--- src/rtl/stopctl_pkg.sv ---
`timescale 1ns/1ps
package stopctl_pkg;
  typedef enum logic [1:0] {
    ST_RUN  = 2'b00,
    ST_STOP = 2'b01,
    ST_WARM = 2'b10
  } stop_state_e;
endpackage

--- src/rtl/stopctl_sync.sv ---
`timescale 1ns/1ps
// Multi-stage synchronizer, one independent chain per bit.
module stopctl_sync #(
  parameter int W      = 1,
  parameter int STAGES = 2
) (
  input  logic         clk,
  input  logic         rst,
  input  logic [W-1:0] d_async,
  input  logic [W-1:0] rst_val,
  output logic [W-1:0] q_sync
);
  for (genvar b = 0; b < W; b++) begin : g_bit
    logic [STAGES-1:0] chain_q;
    always_ff @(posedge clk) begin
      if (rst) chain_q <= {STAGES{rst_val[b]}};
      else     chain_q <= {chain_q[STAGES-2:0], d_async[b]};
    end
    assign q_sync[b] = chain_q[STAGES-1];
  end
endmodule

--- src/rtl/stopctl_wake.sv ---
`timescale 1ns/1ps
// Release-condition evaluation for both release behaviours.
module stopctl_wake #(
  parameter int N_KEY = 4
) (
  input  logic             clk,
  input  logic             rst,
  input  logic             lvl_mode,
  input  logic             pin_s,
  input  logic [N_KEY-1:0] key_s,
  input  logic [N_KEY-1:0] key_en,
  output logic             lvl_hit,
  output logic             wake
);
  logic pin_prev_q;
  logic rise;

  always_ff @(posedge clk) begin
    if (rst) pin_prev_q <= 1'b0;
    else     pin_prev_q <= pin_s;
  end

  assign rise    = pin_s & ~pin_prev_q;
  assign lvl_hit = pin_s | (|(key_en & ~key_s));
  assign wake    = lvl_mode ? lvl_hit : rise;

  // an edge-mode wake needs the pin to have been low the cycle before
  a_r7_edge_needs_low: assert property (@(posedge clk) disable iff (rst)
    (!lvl_mode && wake) |-> (pin_s && !pin_prev_q));
endmodule

--- src/rtl/stopctl_warm.sv ---
`timescale 1ns/1ps
// Warm-up down-counter advanced by the slow reference tick.
module stopctl_warm #(
  parameter int WARM_TICKS = 16,
  localparam int CNT_W = (WARM_TICKS < 1) ? 1 : $clog2(WARM_TICKS + 1)
) (
  input  logic clk,
  input  logic rst,
  input  logic load,
  input  logic tick,
  output logic done
);
  localparam logic [CNT_W-1:0] LOAD_VAL = CNT_W'(WARM_TICKS);
  logic [CNT_W-1:0] cnt_q;

  always_ff @(posedge clk) begin
    if (rst)                       cnt_q <= '0;
    else if (load)                 cnt_q <= LOAD_VAL;
    else if (tick && cnt_q != '0)  cnt_q <= cnt_q - 1'b1;
  end

  assign done = (cnt_q == '0);

  // count moves down by exactly one per tick
  a_r8_count_step: assert property (@(posedge clk) disable iff (rst)
    (!load && tick && cnt_q != '0) |=> (cnt_q == $past(cnt_q) - 1'b1));
  // no tick, no movement
  a_r8_count_hold: assert property (@(posedge clk) disable iff (rst)
    (!load && !tick) |=> $stable(cnt_q));
endmodule

--- src/rtl/stopctl_top.sv ---
`timescale 1ns/1ps
module stopctl_top
  import stopctl_pkg::*;
#(
  parameter int N_KEY       = 4,
  parameter int SYNC_STAGES = 2,
  parameter int WARM_TICKS  = 16
) (
  input  logic             clk,
  input  logic             rst,
  input  logic             ref_tick,
  input  logic             ctl_wr,
  input  logic             ctl_stop,
  input  logic             lvl_mode,
  input  logic             rel_pin,
  input  logic [N_KEY-1:0] key_n,
  input  logic [N_KEY-1:0] key_en,
  output logic             osc_en,
  output logic             core_clk_en,
  output logic             div_clr,
  output logic [1:0]       state_o
);
  localparam int SW = N_KEY + 1;

  stop_state_e state_q, state_d;
  logic [SW-1:0] raw_in, sync_out, sync_rst;
  logic          pin_s;
  logic [N_KEY-1:0] key_s;
  logic          lvl_hit, wake, warm_done, warm_load, stop_req;

  assign raw_in   = {key_n, rel_pin};
  assign sync_rst = {{N_KEY{1'b1}}, 1'b0};

  stopctl_sync #(.W(SW), .STAGES(SYNC_STAGES)) u_sync (
    .clk(clk), .rst(rst), .d_async(raw_in), .rst_val(sync_rst), .q_sync(sync_out)
  );
  assign pin_s = sync_out[0];
  assign key_s = sync_out[SW-1:1];

  stopctl_wake #(.N_KEY(N_KEY)) u_wake (
    .clk(clk), .rst(rst), .lvl_mode(lvl_mode), .pin_s(pin_s),
    .key_s(key_s), .key_en(key_en), .lvl_hit(lvl_hit), .wake(wake)
  );

  assign stop_req = ctl_wr & ctl_stop;

  always_comb begin
    state_d = state_q;
    unique case (state_q)
      ST_RUN:  if (stop_req) state_d = (lvl_mode && lvl_hit) ? ST_WARM : ST_STOP;
      ST_STOP: if (wake)     state_d = ST_WARM;
      ST_WARM: if (warm_done) state_d = ST_RUN;
      default: state_d = ST_RUN;
    endcase
  end

  assign warm_load = (state_d == ST_WARM) && (state_q != ST_WARM);

  stopctl_warm #(.WARM_TICKS(WARM_TICKS)) u_warm (
    .clk(clk), .rst(rst), .load(warm_load), .tick(ref_tick), .done(warm_done)
  );

  always_ff @(posedge clk) begin
    if (rst) state_q <= ST_RUN;
    else     state_q <= state_d;
  end

  assign osc_en      = (state_q != ST_STOP);
  assign core_clk_en = (state_q == ST_RUN);
  assign div_clr     = (state_q == ST_STOP);
  assign state_o     = state_q;

  a_r1_reset_run: assert property (@(posedge clk)
    rst |=> (state_q == ST_RUN));
  a_r2_request_leaves: assert property (@(posedge clk) disable iff (rst)
    (state_q == ST_RUN && ctl_wr && ctl_stop) |=> (state_q != ST_RUN));
  a_r6_skip_to_warm: assert property (@(posedge clk) disable iff (rst)
    (state_q == ST_RUN && ctl_wr && ctl_stop && lvl_mode && lvl_hit) |=> (state_q == ST_WARM));
  a_r7_stop_holds: assert property (@(posedge clk) disable iff (rst)
    (state_q == ST_STOP && !wake) |=> (state_q == ST_STOP));
  a_r8_warm_holds: assert property (@(posedge clk) disable iff (rst)
    (state_q == ST_WARM && !warm_done) |=> (state_q == ST_WARM));
  a_r9_run_sticks: assert property (@(posedge clk) disable iff (rst)
    (state_q == ST_RUN && !(ctl_wr && ctl_stop)) |=> (state_q == ST_RUN));
  a_r3_no_warm_to_stop: assert property (@(posedge clk) disable iff (rst)
    (state_q == ST_WARM) |=> (state_q != ST_STOP));
endmodule

--- config.mk ---
export PLATFORM = sky130hd
export DESIGN_NAME = stopctl_top
export DESIGN_NICKNAME = d
export VERILOG_FILES = /design/src/rtl/stopctl_pkg.sv /design/src/rtl/stopctl_sync.sv /design/src/rtl/stopctl_wake.sv /design/src/rtl/stopctl_warm.sv /design/src/rtl/stopctl_top.sv
export SDC_FILE = /design/constraint.sdc
export NUM_CORES = 1
export LEC_CHECK = 0
export BUFFER_PORTS_ARGS = -buffer_cell sky130_fd_sc_hd__buf_2
export CAP_MARGIN = 20
export CORE_MARGIN = 2
export CORE_UTILIZATION = 49
export CTS_CLUSTER_SIZE = 10
export DETAILED_ROUTE_END_ITERATION = 8
export GPL_ROUTABILITY_DRIVEN = 0
export GPL_TIMING_DRIVEN = 0
export HOLD_SLACK_MARGIN = 0.05
export PLACE_DENSITY = 0.75
export SLEW_MARGIN = 25
export SYNTH_ARGS = -nofsm -noshare
export SYNTH_HDL_FRONTEND = slang
export SYNTH_SLANG_ARGS = --single-unit
--- constraint.sdc ---
create_clock -name clk -period 1.77 [get_ports clk]
set_input_delay 0.177 -clock clk [delete_from_list [all_inputs] [get_ports clk]]
set_output_delay 0.177 -clock clk [all_outputs]
set_load 0.005 [all_outputs]
# [After elaboration in Yosys (flattened, before gate mapping)]
# Cells that the tools add are included.
[word_totals] register_bits=18 in_bits=15 output_inout_bits=5 elab_cells=38
[classes] n_addsub=1 eq_ne=5 muxes=8 bitwise=6 reduce_logical=9
[op_table] operator="two-way mux 5 bit" n=2
[op_table] operator="two-way mux 2 bit" n=4
[op_table] operator="one-hot mux 2 bit (3 select lines)" n=1
[op_table] operator="zero test 5 bit" n=1
[op_table] operator="nonzero test 5 bit" n=1
[op_table] operator="subtractor 5 x 1 -> 5 bit (second input constant)" n=1
[op_table] operator="AND 4 bit" n=1
[op_table] operator="equality test 2 bit (second input constant)" n=2
[op_table] operator="inverter 4 bit" n=1
[op_table] operator="OR reduction 4 bit" n=1
[op_table] operator="logical AND 1 bit" n=3
[op_table] operator="AND 1 bit" n=2
[op_table] operator="equality test 2 x 1 -> 1 bit (second input constant)" n=1
[op_table] operator="zero test 2 bit" n=1
[op_table] operator="inequality test 2 x 1 -> 1 bit (second input constant)" n=1
[op_table] operator="inequality test 2 bit (second input constant)" n=1
[op_table] operator="nonzero test 2 bit" n=1
[op_table] operator="OR reduction 2 bit" n=1
[op_table] operator="two-way mux 1 bit" n=1
[op_table] operator="inverter 1 bit" n=1
[op_table] operator="OR 1 bit" n=1

# [Depth between registers and ports, before layout]
# Gate-level depths: netlist of the first run.
[logic_depth] ltp_word=11 ltp_mapped=6 depth_no_buf=6

# [Modules after synthesis]
# A second synthesis of the first run with hierarchy kept.
[hier_totals] hier_cells=83 area_unflattened_um2=860.8
[modules_own_cells] module="stopctl_sync" n_inst=1 cells_each=26 area_per_inst_um2=399.1 seq_area_each_um2=200.2
[modules_own_cells] module="stopctl_warm" n_inst=1 cells_each=29 area_per_inst_um2=249.0 seq_area_each_um2=100.1
[modules_own_cells] module="stopctl_top" n_inst=1 cells_each=17 area_per_inst_um2=123.9 seq_area_each_um2=40.0
[modules_own_cells] module="stopctl_wake" n_inst=1 cells_each=11 area_per_inst_um2=88.8 seq_area_each_um2=20.0

# [Worst setup path after synthesis of the first run]
# OpenSTA, ideal clock, no wires.
[synth_timing] kind="reg-to-reg" from="reg u_warm.cnt_q[1]" to="reg u_warm.cnt_q[1]" setup_time_ps=100 t_arrival_ps=1529 slack_ps=142 stages_incl_launch_ff=6 period_less_slack_ps=1628 cell_sequence="dfxtp_1 > inv_1 > ha_1 > or4b_4 > and3_4 > a2111oi_4"
[synth_via] elab_chain_cells=6 word_cells_on_any_way=9 cone_classes="add/sub: 1; eq/ne: 1; mux: 2; reduce/logical: 5"
[synth_lines] item="start: declaration" line_no="stopctl_warm.sv:14" text="logic [CNT_W-1:0] cnt_q;"
[synth_lines] item="start signal: assignment" line_no="stopctl_warm.sv:19" text="else if (tick && cnt_q != '0) cnt_q <= cnt_q - 1'b1;"
[synth_lines] item="zero test 5 bit" line_no="stopctl_warm.sv:22" text="assign done = (cnt_q == '0);"
[synth_lines] item="two-way mux 2 bit" line_no="stopctl_top.sv:52" text="ST_WARM: if (warm_done) state_d = ST_RUN;"
[synth_lines] item="one-hot mux 2 bit (3 select lines)" line_no="stopctl_top.sv:49" text="unique case (state_q)"
[synth_lines] item="equality test 2 bit" line_no="stopctl_top.sv:57" text="assign warm_load = (state_d == ST_WARM) && (state_q != ST_WARM);"
[synth_lines] item="logical AND 1 bit" line_no="stopctl_top.sv:57"
[synth_lines] item="OR reduction 2 bit (no source line)"
# Several ways; a longest one is shown, not always the timed one.
# A chain may end at the register's enable or synchronous reset.

# [Worst setup path in the final report of the first run]
# Ends and elaborated chain as after synthesis.

==> results of run 1 <==
-- per-stage QoR --
stage | hold WS, ns | power, uW
2_1_floorplan | 0.2486 | 836.9
3_3_place_gp | 0.3592 | 904.5
3_5_place_dp | 0.3634 | 929.8
4_1_cts | 0.06051 | 1123
5_1_grt | 0.06199 | 1231
6_report | 0.07107 | 1148
-- cell families (layout without fill, tap and decap cells) --
logic type,count (synthesis),after routing,synth area share
compound gates,9,9,0.1225
xor+xnor,3,3,0.03524
fa+ha+maj,2,2,0.03355
buf+inv,8,32,0.04027
flops,18,18,0.4832
mux,1,1,0.01342
simple gates,34,34,0.2718
-- state kept, by name, summed over array words and instances (netlist names) --
| register | count |
|---|---|
| u_warm.cnt_q | 5 |
| u_wake.pin_prev_q | 1 |
| u_sync.g_bit.chain_q | 10 |
| state_o | 2 |
-- cell usage in the layout, fill, tap and decap left out, drive strengths merged --
cell type  count
or4b           1
clkbuf         4
buf           21
o22ai          2
nand2b         1
mux2i          1
a31oi          1
nand2          4
nor2b          5
xnor2          1
xor2           2
a2111oi        1
dfxtp         18
a221oi         1
and3           1
o21a           1
nor3           6
o221ai         1
nor2           3
o221a          1
or3b           1
and4           1
nand3          2
ha             2
o31a           1
inv            7
or2            9
-- worst paths after layout --
check                              from                          to  cells past startpoint
min                            key_n[1]  u_sync.g_bit[2].chain_q[0]                      2
min reg2reg  u_sync.g_bit[2].chain_q[0]  u_sync.g_bit[2].chain_q[1]                      1
max reg2reg             u_warm.cnt_q[1]             u_warm.cnt_q[1]                      5
max                     u_warm.cnt_q[1]             u_warm.cnt_q[1]                      5
-- area by class of cell --
| cell class | count | area share |
|---|---|---|
| buffer | 1 | 0.004167 |
| multi-input combinational | 49 | 0.3972 |
| tap | 16 | 0.02222 |
| sequential | 18 | 0.4000 |
| inverter | 7 | 0.02917 |
| clock buffer | 3 | 0.02500 |
| timing repair buffer | 21 | 0.1222 |
-- worst max-delay path: stages (launching register included) --
cell and delay [ns]:
dfxtp_1 0.34, inv_2 0.08, ha_2 0.17, or4b_4 0.49, and3_4 0.22, a2111oi_4 0.30
-- timing repair --
item,4_1_cts,5_1_grt
endpoints found under the hold margin,0,0
buffers inserted,0,2
gates resized for setup,0,3
setup endpoints to repair,0,1
-- per-layer routing --
metal / vias up / wire length, um / global-route usage
met1: 257 / 542 / 0.1635
met4: 0 / 9 / 0.1091
met5: - / 0 / 0
met2: 20 / 660 / 0.2697
met3: 2 / 78 / 0.02553
li1: 305 / - / -
-- synthesized netlist by cell type, types with 2 or more instances --
library cell	number
nor2_1	3
nand2_1	4
o22ai_1	2
nor2b_1	5
nor3_1	6
or2_2	9
inv_1	7
nand3_1	2
dfxtp_1	18
xor2_1	2
ha_1	2
-- where the power goes --
part           switching (uW)  leakage [uW]  internal, uW  total [uW]
Combinational             206      0.000234           233         439
Sequential               50.9      0.000149           467         518
Clock                     112     0.0000138          78.9         191
==> reports/metrics.cfg, run 1 <==
[final_layout]
multi_input_comb_area_sq_um = 357.8
num-nets-final = 118
finalCoreUtilization = 0.6122
area_growth_pct = 20.81
register_area_sq_um = 360.3
final_area_sq_um = 900.9
fillers = 133
drive_gt1_frac = 0.4040
diodes = 0
finalNonFillerCells = 115

[routing]
dr_total_vias = 584
dr.pass1.iters = 4
routedWlPerCell_um = 11.23
routed_via_density = 5.078
ant_nets = 0
routed_wl_um = 1291
drc_errors = 0
drtIter0Drc = 6

[worst_setup_path]
critPathMaxFanout = 5
reg2reg_slack_ns = 0.08
critical_path_class = register to register
end_kind = register
worst_setup_path_start_kind = register
worstPathArrival_ns = 1.88
required_ns = 1.96

[sta]
hold_viol_final = 0
tns_ns = 0
skew_ns = 0.004014
finalSetupViolations = 0
rsz0062_at_grt = no
fin_ws_ns = 0.07968
relSlewSlack = 0.7513
worst_pin_slew_ns = 0.3730
slew_viol_final = 0
fin_crit_sh = 0.9550
fmaxAchievable_mhz = 591.6
min_period_ns = 1.690

[synth]
synth-seq-cells = 18
yosys_warnings = 0
netlist_instances = 75
ys_async_sr_fraction = 0
synth_area_sq_um = 745.7
synth_nets = 92
synth_edf_count = 0
synth_area_per_cell_sq_um = 9.943
yosysSeqAreaShare = 0.4832
synth_largest_area_cell = dfxtp_1
synth_area_leaders = dfxtp_1 (48%), or2_2 (7.6%), nor2b_1 (4.2%)
ys.flop_type = dfxtp_1
ys_types = 26
synthDominantCellAreaShare = 0.4832

[floorplan]
die_x_um = 43.01
ios = 20
dieArea_sq_mm = 0.001850
start_util = 0.5068
placementRows = 14
die_h_um = 43.01
core_area_sq_mm = 0.001471

[clock_tree]
clk_path_buf_depth = 2
clk_latency_ns = 0.28
cts_tree = done
numCtsBuffers = 3
cts-htree-levels = 1
cts.sinks = 18
hold_buffers = 0
root_buffer = clkbuf_4
clk_pin_slew_worst_paths_ns = 0.09

[placed_design]
place_area_sq_um = 860.8
dp.cells = 110
post-place-ws_ns = 0.03702
port-buffer-count = 19
dp_hpwl_um = 968

[power]
power_leakage_uw = 0.0003959
power-per-cell-area_mw_per_mm2 = 1275
ir_worst_vdd_mv = 0.7439

[grt]
grt_use_total = 0.1536
grt_pass1_vias = 536
gr-total-overflow = 0
antenna_found_initial = 0
grt_pass1_wl_um = 2097
grt_max_degree = 11

[min_path]
hold_class = primary input to register

[job]
drv_cap = 0

[status]
status = completed

(Power assumes the default switching activity.)
==> run 2: changes to the inputs <==
ABC_AREA = 1   (was not set)
PLACE_DENSITY = 0.71   (was 0.75)
==> run 2 against run 1 <==
  * Core utilization rose by 1.9 points
  * Non-clock buffer count did not move
  * Worst setup slack improved by 0.37 ns
  * Largest power group unchanged
  * First-iteration DRC count rose by 50%
  * Sequential power barely moved
  * Highest routed layer is now met3
  * Fmax rose by 28%
  * Worst hold slack got worse by 0.0096 ns
==> reports/metrics.cfg, run 2 <==
[final_layout]
num-nets-final = 140  ; +19%
finalNonFillerCells = 138  ; +20%
drive_gt1_frac = 0.3279  ; -0.07617
diodes = 0  ; unchanged
finalCoreUtilization = 0.6312  ; +0.01898
final_cell_mix = inv_1 (19), buf_2 (19), dfxtp_1 (18)
largest_register_ffs = 10  ; unchanged
top_register = u_sync.g_bit.chain_q
area_growth_pct = 21.99
fillers = 136  ; +2.3%

[worst_setup_path]
end_kind = register
critical_path_class = register to register
required_ns = 2.00  ; +0.04 ns
critPathMaxFanout = 4  ; -1
cp_top_family = simple AND/OR/NAND/NOR gates
cp_slowest_cell = dfxtp_1
worst_setup_path_start_kind = register
crit_buf_inv = 1  ; unchanged
crit_path_cell_trace = inv_1, ha_1, nand3b_2, nand2_4, nor2_4, nand2_1, xor2_1, a21oi_1
worstPathArrival_ns = 1.55  ; -0.33 ns
slowest_delay_ns = 0.33  ; -0.16 ns

[clock_tree]
cts_resized = 0  ; unchanged
clk_path_buf_depth = 2  ; unchanged
cts.sinks = 18  ; unchanged
cts_setup_buffers = 0  ; unchanged
cts_tree = done
clk_pin_slew_worst_paths_ns = 0.10  ; about the same
clk_latency_ns = 0.29  ; about the same
cts-htree-levels = 1  ; unchanged
numCtsBuffers = 3  ; unchanged
root_buffer = clkbuf_4

[synth]
ys_top_cells_by_count = inv_1 (19), dfxtp_1 (18), nand2_1 (15)
ys_async_sr_fraction = 0  ; unchanged
synth_edf_count = 0  ; unchanged
synth-seq-cells = 18  ; unchanged
netlist_instances = 97  ; +29%
yosys_warnings = 0  ; unchanged
synthDominantCellAreaShare = 0.4623  ; -0.02094
ys_types = 21  ; -19%
ys.flop_type = dfxtp_1
synth_area_leaders = dfxtp_1 (46%), inv_1 (9.1%), nand2_1 (7.2%)
synth_area_per_cell_sq_um = 8.036  ; -19%
synth_nets = 114  ; +24%
yosysSeqAreaShare = 0.4623  ; -0.02094
synth_most_common_cell = inv_1
synth_largest_area_cell = dfxtp_1
synth_area_sq_um = 779.5  ; +4.5%

[power]
p_sw_uw = 435.9  ; +18%
power-per-cell-area_mw_per_mm2 = 1312  ; +2.9%
ir_worst_vdd_mv = 0.8487  ; +14%
p_int_uw = 811.8  ; +4.2%
p_clk_frac = 0.200  ; +0.034
combPwrFrac = 0.383  ; about the same
switching_share = 0.3494  ; +0.02773
power_leakage_uw = 0.0005073  ; +28%
power_frac_seq = 0.417  ; -0.034

[routing]
routedWlPerCell_um = 8.471  ; -25%
drc_errors = 0  ; unchanged
routed_wl_um = 1169  ; -9.5%
dr.pass1.iters = 4  ; unchanged
ant_nets = 0  ; unchanged
routed_via_density = 4.442  ; -13%
drtIter0Drc = 9  ; +3
dr_total_vias = 613  ; +5.0%

[placed_design]
dp_hpwl_um = 912.8  ; -5.7%
dp.cells = 132  ; +20%
port-buffer-count = 19  ; unchanged
post-place-ws_ns = 0.4641  ; +0.4271 ns

[sta]
finalSetupViolations = 0  ; unchanged
whs_ns = 0.06149  ; -0.009578 ns
fin_ws_ns = 0.4502  ; +0.3705 ns
worst_pin_slew_ns = 0.3488  ; -0.02419 ns
hold_viol_final = 0  ; unchanged
fin_crit_sh = 0.7457  ; -0.2093
fmaxAchievable_mhz = 757.7  ; +28%
relSlewSlack = 0.7675  ; +0.01613
min_period_ns = 1.320  ; -0.3705 ns
slew_viol_final = 0  ; unchanged
tns_ns = 0  ; unchanged
rsz0062_at_grt = no
skew_ns = 0.005189  ; +0.001175 ns

[min_path]
hold_class = primary input to register

[floorplan]
ios = 20  ; unchanged
dieArea_sq_mm = 0.001926  ; +4.1%
die_h_um = 43.89  ; +2.0%
placementRows = 14  ; unchanged
core_area_sq_mm = 0.001506  ; +2.4%
die_x_um = 43.89  ; +2.0%
start_util = 0.5174  ; +0.01064

[job]
drv_cap = 0  ; unchanged

[grt]
grt_pass1_wl_um = 2111  ; +0.67%
grt_pass1_vias = 535  ; -0.19%
gr-total-overflow = 0  ; unchanged
grt_use_total = 0.1479  ; -0.005711
antenna_found_initial = 0  ; unchanged
grt_max_degree = 11  ; unchanged

[status]
status = completed

[run 2: power by group through the flow]
| stage | Combinational [uW] | Clock, uW | Sequential (uW) |
|---|---|---|---|
| floorplan | 393 | 0 | 523 |
| global placement | 462 | 0 | 528 |
| detailed placement | 474 | 0 | 530 |
| CTS | 477 | 257 | 521 |
| global route | 547 | 275 | 529 |
| finish | 478 | 249 | 521 |
[run 2: layout make-up]
type                       count  area (sq um)  share of cell area
inverter                      19         71.32             0.07500
multi-input combinational     59         344.1              0.3618
timing repair buffer          21         115.1              0.1211
buffer                         1         3.754            0.003947
clock buffer                   4         36.28             0.03816
tap                           16         20.02             0.02105
sequential                    18         360.3              0.3789
[run 2: what timing repair did]
item | in CTS | in global routing
hold endpoints to repair | 0 | 2
setup endpoints to repair | 0 | 0
hold buffers | 0 | 2
[run 2: stage by stage]
step                cell area (sq um)  power (uW)
global placement                894.6       990.6
finish                          950.9        1248
detailed placement              894.6        1005
global route                    950.9        1351
CTS                             930.9        1255
floorplan                       779.5       916.2
[run 2: per-layer routing]
layer | share of wire | up-vias | global-route usage
met5 | 0 | - | 0
met4 | 0 | 0 | 0.05455
met3 | 0.061 | 0 | 0.06250
met2 | 0.50 | 16 | 0.2412
met1 | 0.44 | 263 | 0.1718
li1 | - | 334 | -
[run 2: worst reg2reg max path, stage by stage (launching register included)]
cell	delay [ns]
dfxtp_1	0.33
inv_1	0.08
ha_1	0.22
nand3b_2	0.13
nand2_4	0.08
nor2_4	0.10
nand2_1	0.07
xor2_1	0.14
a21oi_1	0.13
[run 2: logic make-up after synthesis]
logic type | count (synthesis) | synth area share
compound gates | 5 | 0.04975
flops | 18 | 0.4623
xor+xnor | 4 | 0.04495
simple gates | 48 | 0.3146
fa+ha+maj | 2 | 0.03210
buf+inv | 20 | 0.09631
[run 2: final timing paths]
| check | cells after the start | to | startpoint | slack (ns) |
|---|---|---|---|---|
| worst max-delay path | 8 | u_warm.cnt_q[4] | u_warm.cnt_q[0] | 0.45 |
| worst min-delay path | 2 | u_sync.g_bit[3].chain_q[0] | key_n[2] | 0.06 |
| worst min register to register | 1 | u_sync.g_bit[3].chain_q[1] | u_sync.g_bit[3].chain_q[0] | 0.42 |
| worst max register to register | 8 | u_warm.cnt_q[4] | u_warm.cnt_q[0] | 0.45 |
